===== config.mk =====
export PLATFORM = sky130hd
export DESIGN_NAME = toggle_poll_ctrl
export DESIGN_NICKNAME = d
export VERILOG_FILES = /design/src/rtl/tpc_pkg.sv /design/src/rtl/tpc_pair_judge.sv /design/src/rtl/tpc_pair_budget.sv /design/src/rtl/toggle_poll_ctrl.sv
export SDC_FILE = /design/constraint.sdc
export NUM_CORES = 1
export LEC_CHECK = 0
export ABC_AREA = 1
export BUFFER_PORTS_ARGS = -buffer_cell sky130_fd_sc_hd__buf_2
export CORE_ASPECT_RATIO = 1.1
export CORE_MARGIN = 1
export CORE_UTILIZATION = 30
export CTS_BUF_LIST = sky130_fd_sc_hd__clkbuf_4 sky130_fd_sc_hd__clkbuf_8 sky130_fd_sc_hd__clkbuf_16
export DETAILED_ROUTE_END_ITERATION = 7
export PLACE_DENSITY = 0.58
export SLEW_MARGIN = 10
export SYNTH_ARGS = -nofsm -noshare
export SYNTH_HDL_FRONTEND = slang
export SYNTH_SLANG_ARGS = --single-unit

===== constraint.sdc =====
create_clock -name clk -period 1.9 [get_ports clk]
set_input_delay 0.19 -clock clk [delete_from_list [all_inputs] [get_ports clk]]
set_output_delay 0.19 -clock clk [all_outputs]
set_load 0.05 [all_outputs]

===== src/rtl/tpc_pkg.sv =====
// Shared types for the toggle-bit completion poller.
// Assumes: nothing beyond a 1800-2017 compliant tool.
package tpc_pkg;

    // Controller sequencing states.
    typedef enum logic [1:0] {
        ST_IDLE      = 2'd0,
        ST_RD_FIRST  = 2'd1,
        ST_RD_SECOND = 2'd2,
        ST_RST_WR    = 2'd3
    } tpc_state_e;

    // Verdict produced at the end of each read pair.
    typedef enum logic [1:0] {
        ACT_DONE    = 2'd0,
        ACT_REPOLL  = 2'd1,
        ACT_RECHECK = 2'd2,
        ACT_FAIL    = 2'd3
    } tpc_action_e;

endpackage


===== src/rtl/tpc_pair_judge.sv =====
// Keeps the toggle bit from the first read of a pair and, when the second
// read arrives, decides what the controller does next.
// Assumes: first_load and the second read never occur in the same cycle;
// the verdict is only meaningful in the cycle the second read is acknowledged.
module tpc_pair_judge
    import tpc_pkg::*;
(
    input  logic        clk,
    input  logic        rst_n,
    input  logic        first_load,
    input  logic        toggle_in,
    input  logic        timeout_in,
    input  logic        recheck_armed,
    input  logic        final_pair,
    output tpc_action_e action
);

    logic first_toggle_q;
    logic toggle_moved;

    // Capture the toggle bit of the first read of each pair.
    always_ff @(posedge clk) begin
        if (!rst_n) begin
            first_toggle_q <= 1'b0;
        end else if (first_load) begin
            first_toggle_q <= toggle_in;
        end
    end

    assign toggle_moved = first_toggle_q ^ toggle_in;

    // Rank the outcomes: a match always wins, then recheck failure, budget, timeout.
    always_comb begin
        if (!toggle_moved) begin
            action = ACT_DONE;
        end else if (recheck_armed || final_pair) begin
            action = ACT_FAIL;
        end else if (timeout_in) begin
            action = ACT_RECHECK;
        end else begin
            action = ACT_REPOLL;
        end
    end

endmodule


===== src/rtl/tpc_pair_budget.sv =====
// Counts completed read pairs of one operation and flags the last allowed one.
// Assumes: MAX_PAIRS >= 1; clear and pair_end are never high together.
module tpc_pair_budget #(
    parameter int MAX_PAIRS = 1024
) (
    input  logic clk,
    input  logic rst_n,
    input  logic clear,
    input  logic pair_end,
    output logic final_pair
);

    localparam int CNT_W = $clog2(MAX_PAIRS + 1);

    logic [CNT_W-1:0] pairs_q;

    // Count finished pairs, restarting at each accepted start, saturating at the cap.
    always_ff @(posedge clk) begin
        if (!rst_n) begin
            pairs_q <= '0;
        end else if (clear) begin
            pairs_q <= '0;
        end else if (pair_end && (pairs_q != CNT_W'(MAX_PAIRS))) begin
            pairs_q <= pairs_q + CNT_W'(1);
        end
    end

    // The pair now ending is the last the budget permits.
    assign final_pair = (pairs_q == CNT_W'(MAX_PAIRS - 1));

    // the count never passes the cap.
    a_r8_count_bound: assert property (@(posedge clk) disable iff (!rst_n)
        pairs_q <= CNT_W'(MAX_PAIRS));

    // a start restarts the budget.
    a_r8_budget_clear: assert property (@(posedge clk) disable iff (!rst_n)
        clear |=> (pairs_q == '0));

endmodule


===== src/rtl/toggle_poll_ctrl.sv =====
// Host-side poller that reads a flash status word in pairs, compares one
// toggle bit, honours a timeout bit with a mandatory recheck pair, caps the
// number of pairs, and writes a reset command on failure.
// Assumes: rd_data is valid in every cycle rd_ack is high; the device side
// keeps acknowledges low while the matching request is low.
module toggle_poll_ctrl
    import tpc_pkg::*;
#(
    parameter int                DATA_W      = 8,
    parameter int                ADDR_W      = 16,
    parameter int                TOGGLE_BIT  = 6,
    parameter int                TIMEOUT_BIT = 5,
    parameter int                MAX_PAIRS   = 1024,
    parameter logic [ADDR_W-1:0] STATUS_ADDR = '0,
    parameter logic [ADDR_W-1:0] RESET_ADDR  = ADDR_W'(16'h0555),
    parameter logic [DATA_W-1:0] RESET_CMD   = DATA_W'(8'hF0)
) (
    input  logic              clk,
    input  logic              rst_n,
    input  logic              start,
    output logic              rd_req,
    output logic [ADDR_W-1:0] rd_addr,
    input  logic              rd_ack,
    input  logic [DATA_W-1:0] rd_data,
    output logic              wr_req,
    output logic [ADDR_W-1:0] wr_addr,
    output logic [DATA_W-1:0] wr_data,
    input  logic              wr_ack,
    output logic              busy,
    output logic              done,
    output logic              fail
);

    tpc_state_e  state_q, state_d;
    tpc_action_e verdict;
    logic        recheck_q;
    logic        done_q;
    logic        fail_q;
    logic        accept_start;
    logic        first_ack;
    logic        second_ack;
    logic        final_pair;
    logic        unused_data;

    assign accept_start = start && (state_q == ST_IDLE);
    assign first_ack    = (state_q == ST_RD_FIRST)  && rd_ack;
    assign second_ack   = (state_q == ST_RD_SECOND) && rd_ack;
    assign unused_data  = ^rd_data;

    tpc_pair_judge u_judge (
        .clk           (clk),
        .rst_n         (rst_n),
        .first_load    (first_ack),
        .toggle_in     (rd_data[TOGGLE_BIT]),
        .timeout_in    (rd_data[TIMEOUT_BIT]),
        .recheck_armed (recheck_q),
        .final_pair    (final_pair),
        .action        (verdict)
    );

    tpc_pair_budget #(
        .MAX_PAIRS (MAX_PAIRS)
    ) u_budget (
        .clk        (clk),
        .rst_n      (rst_n),
        .clear      (accept_start),
        .pair_end   (second_ack),
        .final_pair (final_pair)
    );

    // Next-state selection for the read/verdict/reset-write sequence.
    always_comb begin
        state_d = state_q;
        unique case (state_q)
            ST_IDLE:      if (start)  state_d = ST_RD_FIRST;
            ST_RD_FIRST:  if (rd_ack) state_d = ST_RD_SECOND;
            ST_RD_SECOND: if (rd_ack) begin
                              unique case (verdict)
                                  ACT_DONE: state_d = ST_IDLE;
                                  ACT_FAIL: state_d = ST_RST_WR;
                                  default:  state_d = ST_RD_FIRST;
                              endcase
                          end
            ST_RST_WR:    if (wr_ack) state_d = ST_IDLE;
            default:      state_d = ST_IDLE;
        endcase
    end

    // State register.
    always_ff @(posedge clk) begin
        if (!rst_n) state_q <= ST_IDLE;
        else        state_q <= state_d;
    end

    // Arm the single recheck pair once the timeout bit is seen with a moving toggle.
    always_ff @(posedge clk) begin
        if (!rst_n || accept_start)                  recheck_q <= 1'b0;
        else if (second_ack && verdict == ACT_RECHECK) recheck_q <= 1'b1;
    end

    // Registered success pulse and sticky failure flag.
    always_ff @(posedge clk) begin
        if (!rst_n) begin
            done_q <= 1'b0;
            fail_q <= 1'b0;
        end else begin
            done_q <= second_ack && (verdict == ACT_DONE);
            if (accept_start)                           fail_q <= 1'b0;
            else if (second_ack && verdict == ACT_FAIL) fail_q <= 1'b1;
        end
    end

    assign busy    = (state_q != ST_IDLE);
    assign rd_req  = (state_q == ST_RD_FIRST) || (state_q == ST_RD_SECOND);
    assign rd_addr = rd_req ? STATUS_ADDR : '0;
    assign wr_req  = (state_q == ST_RST_WR);
    assign wr_addr = wr_req ? RESET_ADDR : '0;
    assign wr_data = wr_req ? RESET_CMD : '0;
    assign done    = done_q;
    assign fail    = fail_q;

    // a read request is held until acknowledged.
    a_r2_rd_hold: assert property (@(posedge clk) disable iff (!rst_n)
        rd_req && !rd_ack |=> rd_req);

    // busy only rises in answer to a start pulse.
    a_r9_busy_from_start: assert property (@(posedge clk) disable iff (!rst_n)
        $rose(busy) |-> $past(start));

    // done is a single-cycle pulse.
    a_r3_done_pulse: assert property (@(posedge clk) disable iff (!rst_n)
        done |=> !done);

    // done is given with the poller idle and not failed.
    a_r3_done_idle: assert property (@(posedge clk) disable iff (!rst_n)
        done |-> (!busy && !fail && !wr_req));

    // the reset write is held until acknowledged and never overlaps a read.
    a_r7_wr_hold: assert property (@(posedge clk) disable iff (!rst_n)
        wr_req && !wr_ack |=> wr_req);

    a_r7_no_overlap: assert property (@(posedge clk) disable iff (!rst_n)
        !(rd_req && wr_req));

    // the reset write only happens with the fail flag set.
    a_r7_wr_with_fail: assert property (@(posedge clk) disable iff (!rst_n)
        wr_req |-> fail);

    // fail only drops after an accepted start.
    a_r10_fail_sticky: assert property (@(posedge clk) disable iff (!rst_n)
        fail && !(start && !busy) |=> fail);

endmodule


==> run_results.csv <==
group,metric,value,unit
run_status,status,"complete, no violations",
timing,drv_slew,0,
final_layout,layout.nets,231,
timing,setup_viol,0,
logic_synthesis,ys_ff_latch,17,
worst_setup_path,critPathKind,"reg -> reg",
placed_design,place_ws,343,ps
floorplanning,die_h,73.3,um
timing,final_hold_viol_count,0,
global_routing,first_global_vias,848,
worst_setup_path,r2r-end,"u_budget.pairs_q[5]",
route,vias_per_cell,4.03,
floorplanning,fp.coreArea,4380,um^2
worst_setup_path,reg2reg_from,"u_budget.pairs_q[0]",
route,post_drt_wl_per_cell,9.05,um
floorplanning,pin_count,58,
route,num_vias,1065,
timing,tns,0,ps
clock_network,cts_made_buffers,3,
worst_hold_path,hp-class,"in -> reg",
placed_design,dp_hpwl,1790,um
logic_synthesis,synthMuxAreaShare,0,
placed_design,finalWeightedCongestion,0.776,
worst_setup_path,crit_path_max_fanout,7,
clock_network,cts-root-buf,"clkbuf_8",
floorplanning,num_rows,25,
worst_setup_path,slowest_delay,460,ps
route,ant_nets,0,
route,drtIter0Drc,45,
timing,tightestPinTransition,542,ps
timing,finClkSkew,2.02,ps
final_layout,finalNonFillerCells,264,
worst_setup_path,slowest_stage,"dfxtp_1",
worst_setup_path,r2r_setup_slack,340,ps
logic_synthesis,synthSimpleGateAreaFrac,0.279,
logic_synthesis,ys.warnings.count,0,
worst_hold_path,whs_endpoint,"state_q[1]",
clock_network,cts_hold_buf,0,
floorplanning,initial_core_util,0.316,
logic_synthesis,ys_types,23,
final_layout,seqCellArea,340,um^2
logic_synthesis,ys_seq_area_frac,0.246,
worst_hold_path,hold_start,"rst_n",
placed_design,dp_cells,260,
route,wirelength,2390,um
floorplanning,fp.dieW,66.8,um
route,drc,0,
route,drtPass1Iterations,4,
power_and_ir_drop,p_leak,0.649,nW
logic_synthesis,synthXorXnorAreaFrac,0.0253,
logic_synthesis,synth_compound_gate_area_share,0.101,
final_layout,fill_cells,497,
worst_setup_path,crit_path_end_kind,"flip-flop",
timing,clock.fmax,640,MHz
timing,rsz0062_at_grt,"false",
final_layout,synthToLayoutAreaGrowth,0.723,%
clock_network,h-tree-depth,1,
final_layout,utilization,0.319,
clock_network,clock_sinks,17,
global_routing,grt_pass1_wl,3740,um
worst_setup_path,critical_path_required,2080,ps
logic_synthesis,synth_top_family_by_area,"buffers and inverters",
logic_synthesis,netlist_instances,198,
global_routing,antenna_found_initial,0,
floorplanning,fp.dieArea,4890,um^2
final_layout,multi_input_area,762,um^2
clock_network,post_cts_resized,0,
timing,setup_slack,337,ps
power_and_ir_drop,finalPower,1.42,mW
clock_network,insertion_delay,250,ps
final_layout,layout_commonest_cell,"nand2_1",
global_routing,grt_max_degree,13,
final_layout,diodes,0,
worst_setup_path,worstPathCellList,"inv_2 > ha_1 > nand4_1 > nor2_1 > nor2_2 > buf_4 > nand2_1 > a21oi_1",
logic_synthesis,syn_avg_cell_area,7.00,um^2
timing,fin_crit,1560,ps
clock_network,path_clk_slew,70,ps
worst_setup_path,worstPathArrival,1740,ps
clock_network,cts_tree,"built",
placed_design,port_buffers,21,
timing,post-route-period-util,0.823,
global_routing,grt_usage,0.0976,
logic_synthesis,synthAdderAreaFrac,0.0632,
logic_synthesis,syn_area,1390,um^2
final_layout,final_cell_mix,"nand2_1 (50), conb_1 (30), buf_2 (21)",
job,drv_cap,0,
global_routing,grt-ovfl-total,0,
clock_network,cts_buffer_depth,2,
worst_setup_path,crit_path_start_kind,"flip-flop",
timing,maxSlewHeadroom,0.638,
power_and_ir_drop,ir_drop,0.000321,V
clock_network,post-cts-setup-buffers,0,
power_and_ir_drop,power_density,1020,nW/um^2
worst_hold_path,holdPathStages,3,
final_layout,final_layout_size_suffix_gt1_frac,0.210,
worst_setup_path,worstRegToRegCells,8,
registers in the layout, indices dropped and copies added, names as in the netlist:
signal	flops
u_budget.pairs_q	11
state_q	2
done	1
fail	1
recheck_q	1
u_judge.first_toggle_q	1
per-stage QoR:
| stage | cell area (um^2) | hold WS (ps) |
|---|---|---|
| final | 1400 | 189 |
| after CTS | 1400 | 184 |
| after global routing | 1400 | 209 |
| after global placement | 1350 | 445 |
| after detailed placement | 1350 | 452 |
| after floorplan | 1490 | 313 |
power breakdown:
group          internal (mW)  leakage [nW]  total (mW)  switching [mW]
clock                  0.163        0.0262       0.290           0.127
sequential             0.384         0.137       0.407          0.0231
combinational          0.142         0.485       0.725           0.583
critical path: cells and delay by family, from the launching register on:
| kind | cells | cell delay [ps] |
|---|---|---|
| simple gates | 4 | 440 |
| flops | 1 | 460 |
| fa+ha+maj | 1 | 200 |
| compound gates | 1 | 120 |
| buf+inv | 2 | 270 |
synthesized netlist by cell type:
cell / number / share of area
nor2_2: 4 / 0.018
inv_1: 15 / 0.041
o21ai_0: 4 / 0.014
nand3_1: 7 / 0.025
nand2_2: 1 / 0.0045
nor3_1: 1 / 0.0036
conb_1: 1 / 0.0027
nor2_1: 17 / 0.046
inv_2: 2 / 0.0054
buf_4: 40 / 0.22
o21a_1: 1 / 0.0054
buf_6: 2 / 0.016
buf_2: 1 / 0.0036
nand3_2: 3 / 0.022
dfxtp_1: 17 / 0.25
nand4_1: 3 / 0.014
o21bai_2: 1 / 0.0081
ha_1: 7 / 0.063
xor2_1: 4 / 0.025
a21oi_1: 8 / 0.029
nand3b_1: 2 / 0.011
nand2_1: 50 / 0.14
a21oi_2: 7 / 0.044
how the worst max path moves through the flow:
stage | startpoint | to | slack (ps) | cells past startpoint
floorplan | state_q[0] | state_q[1] | 390 | 6
global placement | u_budget.pairs_q[0] | u_budget.pairs_q[3] | 360 | 8
detailed placement | u_budget.pairs_q[0] | u_budget.pairs_q[9] | 340 | 8
CTS | u_budget.pairs_q[0] | u_budget.pairs_q[5] | 330 | 8
global route | u_budget.pairs_q[0] | u_budget.pairs_q[2] | 180 | 8
finish | u_budget.pairs_q[0] | u_budget.pairs_q[5] | 340 | 8
metal layers:
layer,vias up,track usage,part of all wire
li1,572,-,-
met1,462,0.132,0.50
met2,31,0.159,0.46
met3,0,0.0140,0.042
met4,0,0.0284,0
met5,-,0,0
final cells by class:
class | count | area share
multi-input combinational | 150 | 0.546
sequential | 17 | 0.244
timing repair buffer | 22 | 0.0807
tap | 54 | 0.0484
inverter | 17 | 0.0457
clock buffer | 4 | 0.0350
cells by family (layout without fill, tap and decap cells):
family	count (synthesis)	in the layout
compound gates	21	21
xor+xnor	4	4
fa+ha+maj	7	7
buf+inv	60	43
flops	17	17
other cells	1	30
simple gates	88	88
(Power assumes the default switching activity.)
